$ cat config.mk
export PLATFORM = sky130hd
export DESIGN_NAME = int_seq_top
export DESIGN_NICKNAME = d
export VERILOG_FILES = /design/src/rtl/int_seq_pkg.sv /design/src/rtl/irq_prio_enc.sv /design/src/rtl/stack_ptr.sv /design/src/rtl/int_seq_top.sv
export SDC_FILE = /design/constraint.sdc
export NUM_CORES = 1
export LEC_CHECK = 0
export ABC_CLOCK_PERIOD_IN_PS = 2950
export BUFFER_PORTS_ARGS = -buffer_cell sky130_fd_sc_hd__buf_2
export CAP_MARGIN = 10
export CORE_UTILIZATION = 50
export CTS_CLUSTER_DIAMETER = 30
export DETAILED_ROUTE_END_ITERATION = 8
export GPL_TIMING_DRIVEN = 0
export MAX_ROUTING_LAYER = met4
export PLACE_DENSITY = 0.8
export SLEW_MARGIN = 30
export SYNTH_ARGS = -nofsm -noshare
export SYNTH_HDL_FRONTEND = slang
export SYNTH_SLANG_ARGS = --single-unit
$ cat constraint.sdc
create_clock -name clk_i -period 2.95 [get_ports clk_i]
set_input_delay 0.59 -clock clk_i [delete_from_list [all_inputs] [get_ports clk_i]]
set_output_delay 0.59 -clock clk_i [all_outputs]
set_load 0.005 [all_outputs]
$ cat src/rtl/int_seq_pkg.sv
package int_seq_pkg;
  typedef enum logic [2:0] {
    S_IDLE, S_PUSH, S_VEC_HI, S_VEC_LO, S_POP
  } seq_state_e;
  localparam int FRAME_LEN = 5;
  localparam int I_POS     = 3;
  localparam int STEP_W    = 3;
endpackage

$ cat src/rtl/irq_prio_enc.sv
module irq_prio_enc #(
  parameter int N  = 8,
  localparam int IW = (N > 1) ? $clog2(N) : 1
) (
  input  logic [N-1:0]  req_i,
  output logic          valid_o,
  output logic [IW-1:0] idx_o
);
  always_comb begin
    valid_o = 1'b0;
    idx_o   = '0;
    for (int k = N - 1; k >= 0; k--) begin
      if (req_i[k]) begin
        valid_o = 1'b1;
        idx_o   = IW'(k);
      end
    end
  end
endmodule

$ cat src/rtl/stack_ptr.sv
module stack_ptr #(
  parameter int          AW  = 16,
  parameter logic [AW-1:0] RST = 'h00FF
) (
  input  logic          clk_i,
  input  logic          rst_ni,
  input  logic          dec_i,
  input  logic          inc_i,
  output logic [AW-1:0] sp_o,
  output logic [AW-1:0] sp_next_o
);
  assign sp_next_o = sp_o + AW'(1);
  always_ff @(posedge clk_i or negedge rst_ni) begin
    if (!rst_ni)    sp_o <= RST;
    else if (dec_i) sp_o <= sp_o - AW'(1);
    else if (inc_i) sp_o <= sp_next_o;
  end
endmodule

$ cat src/rtl/int_seq_top.sv
module int_seq_top
  import int_seq_pkg::*;
#(
  parameter int            N_IRQ    = 8,
  parameter int            AW       = 16,
  parameter logic [AW-1:0] SP_RST   = 'h00FF,
  parameter logic [AW-1:0] VEC_BASE = 'hFFFE,
  localparam int           IW       = (N_IRQ > 1) ? $clog2(N_IRQ) : 1
) (
  input  logic             clk_i,
  input  logic             rst_ni,
  input  logic [N_IRQ-1:0] irq_i,
  input  logic             boundary_i,
  input  logic             rti_i,
  input  logic             cli_i,
  input  logic [AW-1:0]    pc_i,
  input  logic [7:0]       a_i,
  input  logic [7:0]       x_i,
  input  logic [7:0]       ccr_i,
  input  logic [7:0]       mem_rdata_i,
  output logic             busy_o,
  output logic             done_o,
  output logic             mem_we_o,
  output logic             mem_re_o,
  output logic [AW-1:0]    mem_addr_o,
  output logic [7:0]       mem_wdata_o,
  output logic [AW-1:0]    pc_o,
  output logic [7:0]       a_o,
  output logic [7:0]       x_o,
  output logic [7:0]       ccr_o,
  output logic             i_mask_o,
  output logic [AW-1:0]    sp_o
);
  localparam logic [STEP_W-1:0] LAST = STEP_W'(FRAME_LEN - 1);

  seq_state_e        state_q;
  logic [STEP_W-1:0] step_q;
  logic [AW-1:0]     pc_q;
  logic [7:0]        a_q, x_q, ccr_q;
  logic [IW-1:0]     vec_idx_q;
  logic              i_q, done_q;

  logic          req_valid;
  logic [IW-1:0] req_idx;
  logic [AW-1:0] sp, sp_next, vec_addr;
  logic          accept, start_rti;

  irq_prio_enc #(.N(N_IRQ)) i_enc (
    .req_i(irq_i), .valid_o(req_valid), .idx_o(req_idx)
  );

  stack_ptr #(.AW(AW), .RST(SP_RST)) i_sp (
    .clk_i, .rst_ni,
    .dec_i(state_q == S_PUSH),
    .inc_i(state_q == S_POP),
    .sp_o(sp), .sp_next_o(sp_next)
  );

  assign start_rti = (state_q == S_IDLE) && rti_i;
  assign accept    = (state_q == S_IDLE) && !rti_i && boundary_i && req_valid && !i_q;
  assign vec_addr  = VEC_BASE - (AW'(vec_idx_q) << 1);

  always_comb begin
    mem_we_o    = (state_q == S_PUSH);
    mem_re_o    = (state_q == S_VEC_HI) || (state_q == S_VEC_LO) || (state_q == S_POP);
    mem_addr_o  = sp;
    mem_wdata_o = ccr_q;
    unique case (state_q)
      S_VEC_HI: mem_addr_o = vec_addr;
      S_VEC_LO: mem_addr_o = vec_addr + AW'(1);
      S_POP:    mem_addr_o = sp_next;
      default:  mem_addr_o = sp;
    endcase
    case (step_q)
      3'd0:    mem_wdata_o = pc_q[7:0];
      3'd1:    mem_wdata_o = pc_q[15:8];
      3'd2:    mem_wdata_o = x_q;
      3'd3:    mem_wdata_o = a_q;
      default: mem_wdata_o = ccr_q;
    endcase
  end

  always_ff @(posedge clk_i or negedge rst_ni) begin
    if (!rst_ni) begin
      state_q   <= S_IDLE;
      step_q    <= '0;
      pc_q      <= '0;
      a_q       <= '0;
      x_q       <= '0;
      ccr_q     <= 8'h08;
      vec_idx_q <= '0;
      i_q       <= 1'b1;
      done_q    <= 1'b0;
    end else begin
      done_q <= 1'b0;
      unique case (state_q)
        S_IDLE: begin
          step_q <= '0;
          if (start_rti) begin
            state_q <= S_POP;
          end else if (accept) begin
            pc_q      <= pc_i;
            a_q       <= a_i;
            x_q       <= x_i;
            ccr_q     <= ccr_i;
            ccr_q[I_POS] <= i_q;
            vec_idx_q <= req_idx;
            state_q   <= S_PUSH;
          end else if (cli_i) begin
            i_q          <= 1'b0;
            ccr_q[I_POS] <= 1'b0;
          end
        end
        S_PUSH: begin
          step_q <= step_q + 1'b1;
          if (step_q == LAST) begin
            i_q          <= 1'b1;
            ccr_q[I_POS] <= 1'b1;
            state_q      <= S_VEC_HI;
          end
        end
        S_VEC_HI: begin
          pc_q[15:8] <= mem_rdata_i;
          state_q    <= S_VEC_LO;
        end
        S_VEC_LO: begin
          pc_q[7:0] <= mem_rdata_i;
          done_q    <= 1'b1;
          state_q   <= S_IDLE;
        end
        S_POP: begin
          step_q <= step_q + 1'b1;
          case (step_q)
            3'd0: begin ccr_q <= mem_rdata_i; i_q <= mem_rdata_i[I_POS]; end
            3'd1: a_q <= mem_rdata_i;
            3'd2: x_q <= mem_rdata_i;
            3'd3: pc_q[15:8] <= mem_rdata_i;
            default: begin
              pc_q[7:0] <= mem_rdata_i;
              done_q    <= 1'b1;
              state_q   <= S_IDLE;
            end
          endcase
        end
        default: state_q <= S_IDLE;
      endcase
    end
  end

  assign busy_o   = (state_q != S_IDLE);
  assign done_o   = done_q;
  assign pc_o     = pc_q;
  assign a_o      = a_q;
  assign x_o      = x_q;
  assign ccr_o    = ccr_q;
  assign i_mask_o = i_q;
  assign sp_o     = sp;
endmodule

* After elaboration in Yosys (flattened, before gate mapping)
Cells that the tools add are included.
Word-level totals: logic and storage cells 123, output and inout bits 85, flip-flop bits (word level) 67, input bits 61
Operators by class: bitwise operators 1, reductions and logical operators 29, equal/unequal tests 20, muxes and demuxes 56, $add $sub $neg 5
Operators by type and width (count):
- 8-bit two-way mux | 10
- 16-bit two-way mux | 4
- 16-bit case mux with 3 select lines | 1
- 8-bit case mux with 3 select lines | 2
- 3-bit two-way mux | 13
- 8-bit case mux with 2 select lines | 2
- 8-bit case mux with 4 select lines | 1
- 4-bit AND reduction | 5
- 2-bit inequality test (second input constant) | 9
- 16-bit by 1-bit adder with 16-bit output (second input constant) | 1
- 16-bit by 1-bit subtractor with 16-bit output (second input constant) | 1
- 1-bit two-way mux | 15
- 3-bit by 2-bit equality test with 1-bit output (second input constant) | 4
- 3-bit case mux with 2 select lines | 2
- 3-bit case mux with 4 select lines | 1
- 3-bit nonzero test | 4
- 4-bit case mux with 2 select lines | 1
- 6-bit by 2-bit adder with 7-bit output (second input constant) | 1
- 3-bit by 1-bit equality test with 1-bit output (second input constant) | 2
- 3-bit equality test (second input constant) | 2
- 3-bit zero test | 2
- 3-bit inequality test (second input constant) | 2
- 1-bit case mux with 3 select lines | 2
- 3-bit AND reduction | 2
- other kinds (14) | 22

* Longest topological paths before layout
Gate-level depths: netlist (run 1).
depth in word-level cells 13, gate-level depth with buffers 11

* By module
From an unflattened synthesis (run 1), not the netlist that was laid out.
Second synthesis, totals: cells, all modules 536, area total of the unflattened synthesis 4812.1 sq um
Modules (own cells, without submodules):
- int_seq_top | area an instance 3562.2 sq um, instances 1, cells each 390, sequential area each 1278.7 sq um
- stack_ptr | area an instance 1169.9 sq um, instances 1, cells each 133, sequential area each 410.4 sq um
- irq_prio_enc | area an instance 80.1 sq um, instances 1, cells each 13, sequential area each 0.0 sq um

* Worst setup path before layout (run 1)
OpenSTA, ideal clock, no wires.
kind reg-to-output, start point register step_q[2], end point output mem_wdata_o[5], cell stages (with the launch flop) 11, setup slack 0.362 ns, arrival time 1.998 ns, path through dfrtp_1 clkbuf_1 clkbuf_1 inv_1 ha_1 clkbuf_1 inv_1 o21ai_1 clkbuf_1 nor2_1 a21oi_1
On the way: cells in the longest elaborated chain, start to end 2, elaborated cells between the ends (all ways) 5
RTL lines:
- from (decl) | line int_seq_top.sv:37 | logic [STEP_W-1:0] step_q;
- from (signal assigned) | line int_seq_top.sv:115 | step_q <= step_q + 1'b1;
- from (signal assigned) | line int_seq_top.sv:132 | step_q <= step_q + 1'b1;
- 3-bit by 2-bit equality test with 1-bit output, or another cell as far along | line int_seq_top.sv:74 | case (step_q)
- 8-bit case mux with 4 select lines (*) | line int_seq_top.sv:74
- to (decl) | line int_seq_top.sv:26 | output logic [7:0] mem_wdata_o,
Every way passes the cells marked *; elsewhere a longest branch is shown, timed or not.

* Worst setup path in the final report (run 1)
start point register step_q[0], end point output mem_wdata_o[2]
Same word-level chain as after synthesis.

==> insert_results.sql, run 1 <==
INSERT INTO impl_metrics (metric_group, metric, value, unit) VALUES
('clock_tree', 'numCtsBuffers', '9', ''),
('worst_setup_path', 'timing.critical_path.fanout_max', '10', ''),
('global_route', 'antenna_violations_before_repair', '0', ''),
('sta', 'final-setup-viol-count', '0', ''),
('sta', 'timing.final.ws_setup', '24.9', 'ps'),
('clock_tree', 'clock-root-buffer', 'clkbuf_8', ''),
('synthesis', 'yosysSeqAreaShare', '41.4', '%'),
('place', 'post-place-ws', '-396', 'ps'),
('die', 'floorplan.rows', '32', ''),
('worst_setup_path', 'library_cell_appearing_most_often_on_the_critical_path', 'a21oi_1', ''),
('synthesis', 'synthArstFlopShare', '100', '%'),
('clock_tree', 'path_clk_slew', '80', 'ps'),
('detailed_routing', 'post_drt_via_cell_ratio', '5.76', ''),
('detailed_routing', 'avgRoutedWirePerCell', '16.8', 'µm'),
('die', 'die-area', '8520', 'µm²'),
('synthesis', 'post_synth.cell_area_avg', '8.53', 'µm²'),
('global_route', 'via_count_of_the_first_global_routing_pass', '4040', ''),
('worst_setup_path', 'crit_chain', 'inv_1 -> ha_1 -> clkbuf_2 -> a222oi_1 -> nor2_1 -> a21oi_1 -> a21oi_1 -> buf_2', ''),
('detailed_routing', 'drtAntennaViolNets', '0', ''),
('worst_setup_path', 'critical_path.reg2reg.startpoint', 'state_q[0]', ''),
('sta', 'setup_total_negative_slack', '0', 'ps'),
('worst_setup_path', 'end_kind', 'output port', ''),
('global_route', 'globalRouteTotalUtil', '30.8', '%'),
('sta', 'final_max_slew_viol_count', '0', ''),
('global_route', 'grt_first_pass_wirelength', '20.1', 'mm'),
('detailed_routing', 'drt_wl_total', '12.6', 'mm'),
('worst_setup_path', 'timing.rr.end', 'a_o[6]', ''),
('worst_setup_path', 'critPathArrivalTime', '2340', 'ps'),
('sta', 'max_freq', '342', 'MHz'),
('synthesis', 'number_of_distinct_library_cells_after_synthesis', '54', ''),
('global_route', 'grt_overflow_total', '0', ''),
('clock_tree', 'cts_tree', 'built', ''),
('worst_setup_path', 'reg2reg_slack', '580', 'ps'),
('power', 'pwr-share-seq', '30.6', '%'),
('detailed_routing', 'drt_iter0_drc', '369', ''),
('sta', 'fin_worst_hold_slack', '145', 'ps'),
('synthesis', 'synth_register_bits', '67', ''),
('worst_setup_path', 'endpoint', 'mem_wdata_o[2]', ''),
('run_status', 'status', 'finished, final reports clean', ''),
('worst_setup_path', 'timing_worst_setup_path_type', 'reg2out', ''),
('die', 'start_util', '52.2', '%'),
('synthesis', 'yosysWarnings', '0', ''),
('clock_tree', 'clkLatencyLatePin', '350', 'ps'),
('worst_setup_path', 'crit_slowest_cell', 'a222oi_1', ''),
('min_path', 'holdCritPathClass', 'in2async', ''),
('sta', 'unrepaired_setup_endpoints_after_global_routing', 'false', ''),
('power', 'switching_share', '46.5', '%'),
('power', 'power_leakage', '2.56', 'nW'),
('place', 'dp.cells', '725', ''),
('worst_setup_path', 'crit_path_max_incr_delay', '520', 'ps'),
('sta', 'max-slew-margin-rel', '56.8', '%'),
('cells_and_area', 'antenna_cells', '0', ''),
('detailed_routing', 'num_vias', '4295', ''),
('cells_and_area', 'fin_nets', '707', ''),
('sta', 'final-hold-violation-count', '0', ''),
('worst_setup_path', 'worstPathRequired', '2360', 'ps'),
('global_route', 'pin_count_of_the_biggest_net_entering_global_routing', '46', ''),
('sta', 'period_minus_slack', '2930', 'ps'),
('sta', 'worst_clock_skew', '8.06', 'ps'),
('synthesis', 'synthCells', '478', ''),
('power', 'vdd_drop_max', '724', 'µV'),
('clock_tree', 'clock-sinks', '67', ''),
('power', 'power.total', '0.00606', 'W'),
('synthesis', 'syn-cell-area', '4080', 'µm²'),
('clock_tree', 'cts.htree.levels', '3', ''),
('sta', 'post-route-period-util', '99.2', '%'),
('detailed_routing', 'remaining_drcs', '0', ''),
('clock_tree', 'cts_buffer_depth', '2', ''),
('die', 'die_height', '92.3', 'µm'),
('synthesis', 'synthesis.nets', '546', ''),
('synthesis', 'synth_top_flop_cell', 'dfrtp_1', '');
## final cells by class
cell class              count  area (µm²)
clock buffers               9         124
flip-flops and latches     67        1690
repair buffers            158         848
fillers                   648        2550
inverters                  12        46.3
clock inverters             7        52.6
multi-input cells         363        2230
plain buffers              28         133
well taps                 102         128
## sequential cells by signal, summed over array words and instances, names as in the netlist
signal,flops
x_o,8
vec_idx_q,3
state_q,3
a_o,8
step_q,3
ccr_o,8
pc_o,16
done_o,1
i_mask_o,1
i_sp.sp_o,16
## metrics by stage
stage                     util, %  cell area (µm²)
after floorplan                 -             4080
after global placement       63.1             4930
after detailed placement     63.5             4960
after CTS                    66.3             5180
after global routing         67.3             5250
final                        67.3             5250
## per-layer routing
layer  vias up  GRT usage [%]  wire [µm]  part of all wire [%]
met4         0           11.6        292                   2.3
met3        32           4.93        931                   7.4
met2       218           48.6       6090                    49
met1      2031           40.2       5240                    42
li1       2014              -          -                     -
met5         -              -          0                     0
## worst min path at each step
stage,start,end
6_report,rst_ni,vec_idx_q[2]
2_1_floorplan,rst_ni,a_o[0]
3_5_place_dp,vec_idx_q[0],vec_idx_q[0]
5_1_grt,rst_ni,i_sp.sp_o[14]
4_1_cts,rst_ni,vec_idx_q[0]
3_3_place_gp,vec_idx_q[1],vec_idx_q[1]
## logic make-up after synthesis
group	after synthesis	share of synthesized area [%]
AOI/OAI and AO/OA	141	20.7
xor gates and xnor gates	28	6.01
and+or+nand+nor	168	20.1
muxes	19	4.69
DFF	67	41.4
adders and majority gates	7	2.15
buffers and inverters	48	4.88
## critical path, delay by kind of cell (launching register included)
family | cells | cell delay [ps]
AO/OA/AOI/OAI | 3 | 750
buffers and inverters | 3 | 460
flip-flops | 1 | 440
adder cells (fa/ha/maj) | 1 | 260
AND/OR/NAND/NOR | 1 | 80
## power by group through the flow
stage / logic, W / registers, W / clock network (W)
2_1_floorplan: 0.00208 / 0.00176 / 0
3_3_place_gp: 0.00326 / 0.00179 / 0
6_report: 0.00351 / 0.00186 / 0.000700
5_1_grt: 0.00386 / 0.00191 / 0.000752
4_1_cts: 0.00340 / 0.00181 / 0.000703
3_5_place_dp: 0.00335 / 0.00180 / 0
## synthesized netlist by cell type, drive strengths merged, types with 2 or more instances
cell type	instances	share of area [%]
or4	4	0.92
xnor2	6	1.3
and3	10	1.5
a221o	4	0.98
o22ai	2	0.31
clkbuf	27	2.5
inv	11	1.0
o21ai	29	3.6
nand4	4	0.61
mux2i	18	4.4
a31oi	4	0.61
a21oi	75	9.2
xor2	22	4.7
or3	2	0.31
o31ai	5	0.92
nand3	8	1.1
dfrtp	57	35
o41ai	3	0.83
o211a	2	0.49
nor3	8	1.4
o21bai	3	0.55
nand2b	8	1.4
dfstp	10	6.4
nand2	55	5.1
or2	4	0.68
buf	9	1.3
ha	7	2.1
a222oi	8	2.0
nor4b	2	0.43
o211ai	2	0.49
nor3b	2	0.37
nor2	54	5.0
## layout by cell type, fill, tap and decap left out, drive strengths merged, types with 3 or more instances in the layout
cell      n
buf     167
a21oi    75
dfrtp    57
nand2    55
nor2     54
o21ai    29
clkbuf   28
xor2     22
mux2i    18
inv      12
and3     10
dfstp    10
a222oi    8
nand2b    8
nand3     8
nor3      8
ha        7
xnor2     6
clkinv    6
o31ai     5
nand4     4
a31oi     4
a221o     4
or2       4
or4       4
o21bai    3
o41ai     3
## timing repair
| item | 4_1_cts | 5_1_grt |
|---|---|---|
| pin swaps | 2 | 7 |
| hold buffers | 0 | 0 |
| setup endpoints to repair | 18 | 23 |
| gates resized for setup | 8 | 17 |
| buffers inserted | 4 | 9 |
No activity file was read; power rests on OpenSTA's default activity.
==> run 2: changes to the inputs <==
--- a/config.mk
+++ b/config.mk
@@ -9,11 +9,11 @@
 export BUFFER_PORTS_ARGS = -buffer_cell sky130_fd_sc_hd__buf_2
 export CAP_MARGIN = 10
 export CORE_UTILIZATION = 50
-export CTS_CLUSTER_DIAMETER = 30
+export CTS_CLUSTER_DIAMETER = 150
 export DETAILED_ROUTE_END_ITERATION = 8
-export GPL_TIMING_DRIVEN = 0
+export GPL_TIMING_DRIVEN = 1
 export MAX_ROUTING_LAYER = met4
-export PLACE_DENSITY = 0.8
+export PLACE_DENSITY = 0.79
 export SLEW_MARGIN = 30
 export SYNTH_ARGS = -nofsm -noshare
 export SYNTH_HDL_FRONTEND = slang
==> insert_results.sql, run 2 (same netlist as run 1, synthesis figures left out) <==
INSERT INTO impl_metrics (metric_group, metric, value, unit) VALUES
('run_status', 'status', 'finished, final reports clean', ''),
('global_route', 'globalRouteTotalUtil', '28.6', '%'),
('place', 'detailedPlacementHpwl', '8.53', 'mm'),
('worst_setup_path', 'end_kind', 'output port', ''),
('detailed_routing', 'num_vias', '4143', ''),
('clock_tree', 'numCtsBuffers', '9', ''),
('detailed_routing', 'drt_iter0_drc', '333', ''),
('detailed_routing', 'tritonroute_pass_1_iters', '5', ''),
('clock_tree', 'clock-sinks', '67', ''),
('clock_tree', 'cts.htree.levels', '3', ''),
('place', 'dp.cells', '702', ''),
('clock_tree', 'post_cts.repair.setup_buffers', '0', ''),
('worst_setup_path', 'endpoint', 'mem_wdata_o[0]', ''),
('cells_and_area', 'fin_nets', '679', ''),
('sta', 'timing.final.ws_setup', '116', 'ps'),
('cells_and_area', 'layout_commonest_cell', 'buf_2', ''),
('clock_tree', 'cts_buffer_depth', '2', ''),
('die', 'core-area', '7810', 'µm²'),
('die', 'die_height', '92.3', 'µm'),
('worst_setup_path', 'timing.critical_path.fanout_max', '16', ''),
('detailed_routing', 'avgRoutedWirePerCell', '16.4', 'µm'),
('job', 'max-cap-violations', '0', ''),
('power', 'vdd_drop_max', '602', 'µV'),
('global_route', 'grt_overflow_total', '0', ''),
('detailed_routing', 'drt_wl_total', '11.8', 'mm'),
('worst_setup_path', 'rr_worst_depth', '8', ''),
('global_route', 'antenna_violations_before_repair', '0', ''),
('place', 'post-place-ws', '398', 'ps'),
('sta', 'period_minus_slack', '2830', 'ps'),
('global_route', 'via_count_of_the_first_global_routing_pass', '3798', ''),
('worst_setup_path', 'timing.rr.end', 'i_sp.sp_o[15]', ''),
('cells_and_area', 'fill_cells', '639', ''),
('clock_tree', 'path_clk_slew', '70', 'ps'),
('min_path', 'holdCritPathClass', 'in2async', ''),
('clock_tree', 'clock-root-buffer', 'clkbuf_8', ''),
('worst_setup_path', 'critPathArrivalTime', '2240', 'ps'),
('detailed_routing', 'drtAntennaViolNets', '0', ''),
('sta', 'final-setup-viol-count', '0', ''),
('detailed_routing', 'routedLengthMet1', '4.94', 'mm'),
('clock_tree', 'cts_tree', 'built', ''),
('place', 'place_congestion', '0.922', ''),
('sta', 'unrepaired_setup_endpoints_after_global_routing', 'false', ''),
('die', 'die-width', '92.3', 'µm'),
('die', 'floorplan.rows', '32', ''),
('worst_setup_path', 'worstPathRequired', '2360', 'ps'),
('clock_tree', 'clkLatencyLatePin', '340', 'ps'),
('global_route', 'grt_first_pass_wirelength', '18.7', 'mm'),
('worst_setup_path', 'timing_worst_setup_path_type', 'reg2out', ''),
('sta', 'fin_worst_hold_slack', '295', 'ps'),
('die', 'die-area', '8520', 'µm²'),
('power', 'cellPowerDensity', '1180', 'nW/µm²'),
('detailed_routing', 'dr_wl_met2', '5.80', 'mm'),
('cells_and_area', 'area.growth.synth_to_final', '26.2', '%'),
('detailed_routing', 'routed.top_layer', 'met4', ''),
('clock_tree', 'hold_buffers', '0', ''),
('cells_and_area', 'post_route_cells_drive_above_1_share', '33.2', '%'),
('die', 'num_io_pins', '146', ''),
('power', 'power.total', '0.00607', 'W'),
('die', 'start_util', '52.2', '%'),
('cells_and_area', 'commonest_cells_after_routing_fill_and_taps_aside', 'buf_2, a21oi_1, dfrtp_1', ''),
('sta', 'max-slew-margin-rel', '51.1', '%'),
('worst_setup_path', 'critPathLaunchType', 'register', ''),
('detailed_routing', 'remaining_drcs', '0', ''),
('cells_and_area', 'non_filler_cells_in_the_finished_layout', '717', ''),
('power', 'power_leakage', '2.49', 'nW'),
('sta', 'worst_clock_skew', '7.34', 'ps'),
('cells_and_area', 'antenna_cells', '0', ''),
('worst_setup_path', 'reg2reg_slack', '600', 'ps'),
('global_route', 'pin_count_of_the_biggest_net_entering_global_routing', '39', ''),
('sta', 'final-hold-violation-count', '0', ''),
('sta', 'final_max_slew_viol_count', '0', ''),
('place', 'port_buffer_cells', '144', ''),
('detailed_routing', 'post_drt_via_cell_ratio', '5.78', ''),
('sta', 'post-route-period-util', '96.1', '%'),
('sta', 'setup_total_negative_slack', '0', 'ps'),
('sta', 'tightestPinTransition', '734', 'ps'),
('sta', 'max_freq', '353', 'MHz'),
('worst_setup_path', 'critical_path.reg2reg.startpoint', 'state_q[2]', ''),
('detailed_routing', 'detailroute.wirelength.met3', '824', 'µm'),
('worst_setup_path', 'crit_path_start', 'step_q[0]', '');
[run 2: report_power, final]
part / total [W] / internal, W / switching [W]
registers: 0.00189 / 0.00141 / 0.000483
clock network: 0.000910 / 0.000552 / 0.000357
logic: 0.00327 / 0.00143 / 0.00184
[run 2: how the worst min path moves through the flow]
stage	slack (ps)	endpoint
6_report	300	vec_idx_q[0]
5_1_grt	340	vec_idx_q[0]
4_1_cts	320	vec_idx_q[0]
3_5_place_dp	500	vec_idx_q[1]
3_3_place_gp	470	vec_idx_q[0]
2_1_floorplan	290	a_o[0]
[run 2: timing repair]
action	in CTS	in global routing
setup endpoints to repair	1	9
resized for setup	1	3
pin swaps	0	0
[run 2: metal layers]
metal  global-route usage (%)  vias up
met5                        -        -
met4                     9.51        0
met3                     3.12       15
met2                     45.6      206
met1                     38.4     1968
li1                         -     1954
[run 2: final cells by class]
cell class	instances	area, µm²	share of cell area (%)
inverter	12	46.3	0.900
multi-input combinational	363	2210	43.0
sequential	67	1690	32.8
timing repair buffer	158	838	16.3
clock inverter	6	105	2.04
tap	102	128	2.48
clock buffer	9	124	2.41
[run 2: per-stage QoR]
stage / instance area, µm² / util (%)
6_report: 5140 / 65.9
5_1_grt: 5140 / 65.9
4_1_cts: 5130 / 65.7
3_5_place_dp: 4900 / 62.7
3_3_place_gp: 4890 / 62.6
2_1_floorplan: 4080 / -
[run 2: worst max-delay path, stage by stage (launching register included)]
cell,delay (ps)
dfrtp_1,450
inv_1,120
ha_2,350
nor3_1,130
o21ai_1,220
buf_4,260
nor2_1,60
a21oi_1,160
buf_2,150
